### src/rtl/trb_pkg.sv
package trb_pkg;
  // A lane no longer blocks retirement if it is empty, already done,
  // or being written back in this very cycle.
  function automatic logic lane_clear(input logic occupied, input logic done, input logic hit);
    return !occupied || done || hit;
  endfunction

  // Occupancy of a circular buffer whose pointers carry one wrap bit.
  function automatic logic [7:0] ring_used(input logic [7:0] tail, input logic [7:0] head,
                                           input logic [7:0] mask);
    return (tail - head) & mask;
  endfunction
endpackage

### src/rtl/trb_ptrs.sv
module trb_ptrs #(
  parameter int GROUPS = 8,
  localparam int PW = $clog2(GROUPS)
) (
  input  logic          clk,
  input  logic          rst_n,
  input  logic          alloc_req,
  input  logic          ret_fire,
  output logic [PW-1:0] head_idx,
  output logic [PW-1:0] tail_idx,
  output logic          full,
  output logic          empty,
  output logic          alloc_fire
);
  import trb_pkg::*;
  localparam logic [7:0] WRAP_MASK = 8'((1 << (PW + 1)) - 1);
  localparam logic [7:0] CAP       = 8'(GROUPS);

  logic [PW:0] head_q, tail_q;
  logic [7:0]  used;

  assign used       = ring_used(8'(tail_q), 8'(head_q), WRAP_MASK);
  assign full       = (used == CAP);
  assign empty      = (used == 8'd0);
  assign alloc_fire = alloc_req && !full;
  assign head_idx   = head_q[PW-1:0];
  assign tail_idx   = tail_q[PW-1:0];

  always_ff @(posedge clk) begin
    if (!rst_n) begin
      head_q <= '0;
      tail_q <= '0;
    end else begin
      if (alloc_fire) tail_q <= tail_q + 1'b1;
      if (ret_fire)   head_q <= head_q + 1'b1;
    end
  end

  AST_FULL_EMPTY_EXCL: assert property (@(posedge clk) disable iff (!rst_n)
    !(full && empty));
  AST_NO_OVERFLOW: assert property (@(posedge clk) disable iff (!rst_n)
    (full && alloc_req) |=> (tail_q == $past(tail_q)));
  AST_ONE_PER_CYCLE: assert property (@(posedge clk) disable iff (!rst_n)
    (ret_fire && !alloc_fire) |=> (used == $past(used) - 8'd1));
  AST_NO_RETIRE_EMPTY: assert property (@(posedge clk) disable iff (!rst_n)
    empty |-> !ret_fire);
endmodule

### src/rtl/trb_slots.sv
module trb_slots #(
  parameter int GROUPS = 8,
  parameter int LANES  = 3,
  parameter int DATA_W = 16,
  localparam int PW    = $clog2(GROUPS),
  localparam int LW    = $clog2(LANES + 1),
  localparam int SLOTS = GROUPS * LANES
) (
  input  logic                    clk,
  input  logic                    rst_n,
  input  logic                    alloc_fire,
  input  logic [PW-1:0]           alloc_idx,
  input  logic [LANES-1:0]        alloc_lanes,
  input  logic                    wb_valid,
  input  logic [PW-1:0]           wb_group,
  input  logic [LW-1:0]           wb_lane,
  input  logic [DATA_W-1:0]       wb_data,
  input  logic                    ret_fire,
  input  logic [PW-1:0]           head_idx,
  output logic [LANES-1:0]        head_valid,
  output logic [LANES-1:0]        head_clear,
  output logic [LANES*DATA_W-1:0] head_data
);
  import trb_pkg::*;

  logic [SLOTS-1:0]  valid_q, done_q;
  logic [DATA_W-1:0] data_q [SLOTS];

  function automatic logic [LANES-1:0] group_valid(input logic [PW-1:0] g);
    logic [LANES-1:0] v;
    for (int l = 0; l < LANES; l++) v[l] = valid_q[int'(g) * LANES + l];
    return v;
  endfunction

  always_ff @(posedge clk) begin
    if (!rst_n) begin
      valid_q <= '0;
      done_q  <= '0;
      for (int s = 0; s < SLOTS; s++) data_q[s] <= '0;
    end else begin
      for (int g = 0; g < GROUPS; g++) begin
        for (int l = 0; l < LANES; l++) begin
          if (alloc_fire && alloc_idx == PW'(g)) begin
            valid_q[g*LANES+l] <= alloc_lanes[l];
            done_q[g*LANES+l]  <= 1'b0;
          end else if (ret_fire && head_idx == PW'(g)) begin
            valid_q[g*LANES+l] <= 1'b0;
            done_q[g*LANES+l]  <= 1'b0;
          end else if (wb_valid && wb_group == PW'(g) && wb_lane == LW'(l)
                       && valid_q[g*LANES+l]) begin
            done_q[g*LANES+l] <= 1'b1;
            data_q[g*LANES+l] <= wb_data;
          end
        end
      end
    end
  end

  logic [LANES-1:0] head_hit;
  always_comb begin
    for (int l = 0; l < LANES; l++) begin
      head_valid[l] = valid_q[int'(head_idx) * LANES + l];
      head_hit[l]   = wb_valid && wb_group == head_idx && wb_lane == LW'(l);
      head_clear[l] = lane_clear(head_valid[l], done_q[int'(head_idx) * LANES + l], head_hit[l]);
      if (!head_valid[l])
        head_data[l*DATA_W +: DATA_W] = '0;
      else if (done_q[int'(head_idx) * LANES + l])
        head_data[l*DATA_W +: DATA_W] = data_q[int'(head_idx) * LANES + l];
      else
        head_data[l*DATA_W +: DATA_W] = wb_data;
    end
  end

  AST_RETIRE_FREES: assert property (@(posedge clk) disable iff (!rst_n)
    ret_fire |=> (group_valid($past(head_idx)) == '0));
endmodule

### src/rtl/triplet_retire_buffer.sv
module triplet_retire_buffer #(
  parameter int GROUPS = 8,
  parameter int LANES  = 3,
  parameter int DATA_W = 16,
  localparam int PW    = $clog2(GROUPS),
  localparam int LW    = $clog2(LANES + 1)
) (
  input  logic                    clk,
  input  logic                    rst_n,
  input  logic                    alloc_valid_i,
  input  logic [LANES-1:0]        alloc_lanes_i,
  output logic                    alloc_ready_o,
  output logic [PW-1:0]           alloc_idx_o,
  input  logic                    wb_valid_i,
  input  logic [PW-1:0]           wb_group_i,
  input  logic [LW-1:0]           wb_lane_i,
  input  logic [DATA_W-1:0]       wb_data_i,
  output logic                    ret_valid_o,
  output logic [PW-1:0]           ret_group_o,
  output logic [LANES-1:0]        ret_lane_valid_o,
  output logic [LANES*DATA_W-1:0] ret_data_o,
  output logic                    full_o,
  output logic                    empty_o
);
  logic [PW-1:0]           head_idx, tail_idx;
  logic                    full, empty, alloc_fire, ret_fire;
  logic [LANES-1:0]        head_valid, head_clear;
  logic [LANES*DATA_W-1:0] head_data;

  trb_ptrs #(.GROUPS(GROUPS)) u_ptrs (
    .clk(clk), .rst_n(rst_n), .alloc_req(alloc_valid_i), .ret_fire(ret_fire),
    .head_idx(head_idx), .tail_idx(tail_idx), .full(full), .empty(empty),
    .alloc_fire(alloc_fire)
  );

  trb_slots #(.GROUPS(GROUPS), .LANES(LANES), .DATA_W(DATA_W)) u_slots (
    .clk(clk), .rst_n(rst_n), .alloc_fire(alloc_fire), .alloc_idx(tail_idx),
    .alloc_lanes(alloc_lanes_i), .wb_valid(wb_valid_i), .wb_group(wb_group_i),
    .wb_lane(wb_lane_i), .wb_data(wb_data_i), .ret_fire(ret_fire),
    .head_idx(head_idx), .head_valid(head_valid), .head_clear(head_clear),
    .head_data(head_data)
  );

  assign ret_fire         = !empty && (&head_clear);
  assign ret_valid_o      = ret_fire;
  assign ret_group_o      = head_idx;
  assign ret_lane_valid_o = ret_fire ? head_valid : '0;
  assign ret_data_o       = ret_fire ? head_data : '0;
  assign alloc_ready_o    = !full;
  assign alloc_idx_o      = tail_idx;
  assign full_o           = full;
  assign empty_o          = empty;

  AST_HEAD_WAITS: assert property (@(posedge clk) disable iff (!rst_n)
    (!empty && !(&head_clear)) |=> ($stable(head_idx)));
  AST_IN_ORDER: assert property (@(posedge clk) disable iff (!rst_n)
    ret_fire |=> (head_idx == $past(head_idx) + 1'b1));
endmodule

### config.mk
export PLATFORM = sky130hd
export DESIGN_NAME = triplet_retire_buffer
export DESIGN_NICKNAME = d
export VERILOG_FILES = /design/src/rtl/trb_pkg.sv /design/src/rtl/trb_ptrs.sv /design/src/rtl/trb_slots.sv /design/src/rtl/triplet_retire_buffer.sv
export SDC_FILE = /design/constraint.sdc
export NUM_CORES = 1
export LEC_CHECK = 0
export BUFFER_PORTS_ARGS = -buffer_cell sky130_fd_sc_hd__buf_2
export CORE_MARGIN = 8
export CORE_UTILIZATION = 42
export CTS_CLUSTER_SIZE = 25
export DETAILED_ROUTE_END_ITERATION = 6
export SYNTH_ARGS = -nofsm -noshare
export SYNTH_HDL_FRONTEND = slang
export SYNTH_HIERARCHICAL = 1
export SYNTH_SLANG_ARGS = --single-unit
### constraint.sdc
create_clock -name clk -period 9.2 [get_ports clk]
set_clock_uncertainty 0.2 [all_clocks]
set_input_delay 0.92 -clock clk [delete_from_list [all_inputs] [get_ports clk]]
set_output_delay 0.92 -clock clk [all_outputs]
set_load 0.01 [all_outputs]
== Word level (Yosys, flattened, before mapping) ==
Memory sizes are Yosys's and may differ from the RTL's.
Cells that the tools add are included.
Storage, ports and cells
  output and inout bits: 61
  register bits after elaboration: 56
  memories: 1
  RAM bits: 384
Cells by class
  bitwise operators: 25
  equal/unequal tests: 25
  multiply operators: 1
  mux-type cells: 203
  reduce and logical (&&, ||, !) cells: 111
  add/sub/neg operators: 5
  $lt $le $gt $ge: 3
Memories
  u_slots.data_q: depth 24, width 16, read ports 3, clocked after memory_dff 0, write ports 24, line trb_slots.sv:27  | logic [DATA_W-1:0] data_q [SLOTS];
Operator list (count)
  16-bit 2-to-1 mux: 30
  1-bit 2-to-1 mux: 165
  32-bit by 7-bit < comparator with 1-bit output, second input constant: 3
  1-bit logical AND: 78
  48-bit 2-to-1 mux: 1
  3-bit == test, second input constant: 12
  32-bit by 2-bit adder with 32-bit output, second input constant: 1
  32-bit by 3-bit adder with 32-bit output, second input constant: 1
  1-bit binary-select mux with 5-bit select: 6
  1-bit OR: 24
  3-bit OR reduction: 8
  3-bit by 2-bit == test with 1-bit output, second input constant: 6
  2-bit nonzero test: 8
  3-bit by 1-bit == test with 1-bit output, second input constant: 3
  3-bit zero test: 3
  4-bit by 1-bit adder with 4-bit output, second input constant: 2
  8-bit zero test: 1
  1-bit logical OR: 6
  1-bit zero test: 5
  3-bit by 2-bit multiplier with 5-bit output, second input constant: 1
  4-bit == test, second input constant: 1
  4-bit subtractor: 1
  3-bit == test: 1
  3-bit 2-to-1 mux: 1
  other kinds (5): 5

== Longest topological paths before layout ==
  depth in word-level cells: 16
  mapped depth: 26

== By module ==
Netlist, hierarchy kept.
Modules (own cells, without submodules)
  trb_slots: seq. area each 12492.0 um2, area each 26560.5 um2, instances 1, cells an instance 2039
  trb_ptrs: seq. area each 160.2 um2, area each 591.8 um2, instances 1, cells an instance 69
  triplet_retire_buffer: seq. area each 0.0 um2, area each 400.4 um2, instances 1, cells an instance 59

== Worst setup path after synthesis ==
No wires, ideal clock.
  path kind: reg2reg
  from: register u_ptrs.head_q[0]
  to: memory u_slots.data_q[1][0] (enable)
  path buffers: 9
  period minus slack after synthesis: 6.335 ns
  data required time: 8.628 ns
  path slack: 2.865 ns
  stages on the path, launching flop included: 25
  data arrival time: 5.764 ns
  cell sequence: dfxtp_1 -> buf_4 -> ha_1 -> inv_1 -> fa_1 -> buf_2 -> clkinv_1 -> ha_1 -> buf_2 -> buf_2 -> mux4_2 -> mux2i_1 -> mux2_2 -> clkbuf_1 -> o21ai_0 -> a211o_1 -> and4b_1 -> buf_6 -> buf_6 -> clkbuf_1 -> nor2b_1 -> a21oi_1 -> nand4_1 -> clkbuf_1 -> nand2_1
RTL lines
  start: declaration: line trb_ptrs.sv:19  | logic [PW:0] head_q, tail_q;
  start signal: assignment: line trb_ptrs.sv:35  | if (ret_fire) head_q <= head_q + 1'b1;
  end: declaration: line trb_slots.sv:27

== Worst setup path in the final report ==
  from: register u_ptrs.head_q[0]
  to: output ret_data_o[36]
Between the ends
  elaborated cells on any way between the ends: 44
  classes of those cells: add/sub (3); mul (1); eq/ne (1); mux (21); reduce/logical (17); memory (1)
RTL lines
  3-bit by 2-bit multiplier with 5-bit output (*): line trb_slots.sv:62, trb_slots.sv:67, trb_slots.sv:68
  32-bit by 3-bit adder with 32-bit output (*): line trb_slots.sv:62, trb_slots.sv:67
  1-bit binary-select mux with 5-bit select: line trb_slots.sv:67  | else if (done_q[int'(head_idx) * LANES + l])
  1-bit 2-to-1 mux (implied by the code) (2 in a row): line trb_slots.sv:67
  16-bit 2-to-1 mux: line trb_slots.sv:67
  16-bit 2-to-1 mux (*): line trb_slots.sv:65  | if (!head_valid[l])
  named net head_data[36]: line triplet_retire_buffer.sv:28  | logic [LANES*DATA_W-1:0] head_data;
  48-bit 2-to-1 mux (*): line triplet_retire_buffer.sv:48  | assign ret_data_o = ret_fire ? head_data : '0;
  end: declaration: line triplet_retire_buffer.sv:21  | output logic [LANES*DATA_W-1:0] ret_data_o,
Mark *: on every way through the listed nets, which the timed path passes. The rest lies on a longest branch. The select of a mux whose other input is x is not followed.

==> impl_metrics.tcl <==
set metrics [dict create \
    ios 89 \
    postSynthAreaPerCell_sq_um 12.7 \
    hold_class "reg -> reg" \
    cp_max_fo 33 \
    synth_edf_count 384 \
    cts_made_buffers 48 \
    p_leak_nw 10.4 \
    final_hold_viol_count 0 \
    grt_pass1_vias 20100 \
    dp_hpwl_um 65900 \
    antenna_found_initial 3 \
    drt-pass1-iter-count 5 \
    worstSkewPairLatency_ns 0.61 \
    final_common_cell "edfxtp_1" \
    syn_nets 2209 \
    clockBufferDepth 3 \
    grt_max_degree 115 \
    hold_buffers 0 \
    die_h_um 272 \
    relSlewSlack_pct 21.4 \
    dieArea_sq_um 74100 \
    drv_slew 0 \
    overflow 0 \
    initial_core_util_pct 42.1 \
    cap_violations 0 \
    synthCells 2167 \
    peakVddDrop_mv 0.279 \
    async_flop_share_pct 0 \
    layout.nets 2231 \
    die_w_um 272 \
    required_ns 8.08 \
    gp_congestion 0.910 \
    stdcell_count 3093 \
    critical_path_class "reg -> out" \
    fin_area_sq_um 30400 \
    htreeDepth 2 \
    tightest_slew_ns 1.17 \
    syn_to_final_growth_pct 10.2 \
    crit_arrival_ns 7.27 \
    final_cell_mix "384 x edfxtp_1, 349 x nor2_1, 293 x mux4_2" \
    grt_pass1_wl_um 140000 \
    num_rows 94 \
    grt.total_usage_pct 25.3 \
    setup_tns_ns 0 \
    start_kind "register" \
    core_sq_um 65400 \
    cts_tree "done" \
    max_freq_ghz 0.119 \
    route.detailed.drc 0 \
    dp_cells 3003 \
    period_minus_slack_ns 8.39 \
    cts_sinks 440 \
    antennaDiodeCount 0 \
    root_buffer "clkbuf_16" \
    synth_cell_types 71 \
    grt_setup_unrepaired "false" \
    p_per_area_nw_per_um2 303 \
    num_vias 20900 \
    setup_violations 0 \
    dpl_worst_slack_ns 1.25 \
    final_antenna_net_count 0 \
    status "finished, final reports clean" \
    ys_seq_area_share_pct 45.9 \
    ys.flop_type "edfxtp_1" \
    routed_wl_um 96500 \
    postCtsSetupRepairBufs 0 \
    clk_pin_slew_ns 0.06 \
    yosys_warnings 6 \
    cts.repair.resized 0 \
    fin_ws_ns 0.806 \
    drive_gt1_share_pct 26.1 \
    viasPerCell 6.75 \
    ys_seq_elements 440 \
    post-route-period-util_pct 91.2 \
    syn_area_sq_um 27600 \
    crit_path_end_kind "primary output" \
    portBuffers 88 \
    wl_per_cell_um 31.2 \
    initialDrtViolationCount 3041 \
    dpl-instance-area_sq_um 28700 \
]
worst paths after layout:
path | slack, ns | start | depth (start not counted) | to
max | 0.81 | u_ptrs/head_q[0] | 14 | ret_data_o[36]
min reg2reg | 0.30 | u_slots/done_q[11] | 2 | u_slots/done_q[11]
max reg2reg | 1.18 | u_ptrs/head_q[0] | 17 | u_slots/data_q[1][11]
min | 0.30 | u_slots/done_q[11] | 2 | u_slots/done_q[11]
per-layer routing:
metal	wire length, um	global-route usage (%)
met1	36100	33.5
met2	45100	41.0
met3	11600	6.17
met4	3580	8.06
met5	13	0
state kept, by name (all words and copies together), names as in the netlist:
name / cells
u_slots/data_q: 384
u_slots/valid_q: 24
u_ptrs/tail_q: 4
u_ptrs/head_q: 4
u_slots/done_q: 24
cell usage after synthesis, types with 45 or more instances:
master	count	share of area (%)
a211oi_1	64	1.7
and2_1	60	1.4
buf_2	52	0.94
clkbuf_1	85	1.2
dfxtp_1	56	4.1
edfxtp_1	384	42
mux2i_1	107	3.9
mux4_2	293	24
nand2_1	213	2.9
nand4_1	45	1.0
nor2_1	351	4.8
nor2b_1	50	1.1
metrics by stage:
| step | util, % | hold WS [ns] | power [mW] |
|---|---|---|---|
| finish | 46.4 | 0.300 | 9.22 |
| global route | 46.4 | 0.326 | 9.58 |
| CTS | 46.4 | 0.295 | 9.19 |
| detailed placement | 43.9 | 0.281 | 7.15 |
| global placement | 43.9 | 0.270 | 7.08 |
| floorplan | - | 0.253 | 6.17 |
where the power goes:
part | switching (mW) | total [mW] | leakage [nW] | internal, mW
combinational | 2.65 | 4.76 | 5.28 | 2.11
clock | 0.859 | 2.05 | 0.801 | 1.19
sequential | 0.132 | 2.40 | 4.35 | 2.27
total | 3.64 | 9.22 | 10.4 | 5.57
worst max-delay path, cell delays in order (launching register included):
cell,delay (ns)
dfxtp_4,0.66
ha_1,0.42
inv_1,0.11
fa_4,1.20
clkinv_1,0.27
ha_4,0.22
xor3_2,1.17
mux2i_1,0.21
mux2_2,0.35
buf_4,0.33
a311oi_1,0.81
a211oi_1,0.11
a211oi_1,0.46
and2_1,0.19
buf_2,0.12
layout make-up:
class | instances | area [sq um]
Fill cell | 5818 | 35000
Multi-Input combinational cell | 1502 | 13800
Sequential cell | 440 | 12700
Clock buffer | 55 | 1260
Tap cell | 864 | 1080
Timing Repair Buffer | 166 | 1040
Clock inverter | 35 | 424
Inverter | 31 | 116
cells by family (layout without fill, tap and decap cells):
logic type | after synthesis | count (layout) | synth area share, %
buffers and inverters | 225 | 287 | 4.37
xor gates and xnor gates | 20 | 20 | 0.881
adders and majority gates | 14 | 14 | 0.663
and+or+nand+nor | 807 | 807 | 13.1
AOI/OAI and AO/OA | 253 | 253 | 6.89
muxes | 408 | 408 | 28.2
DFF | 440 | 440 | 45.9
No activity file was read; power rests on OpenSTA's default activity.
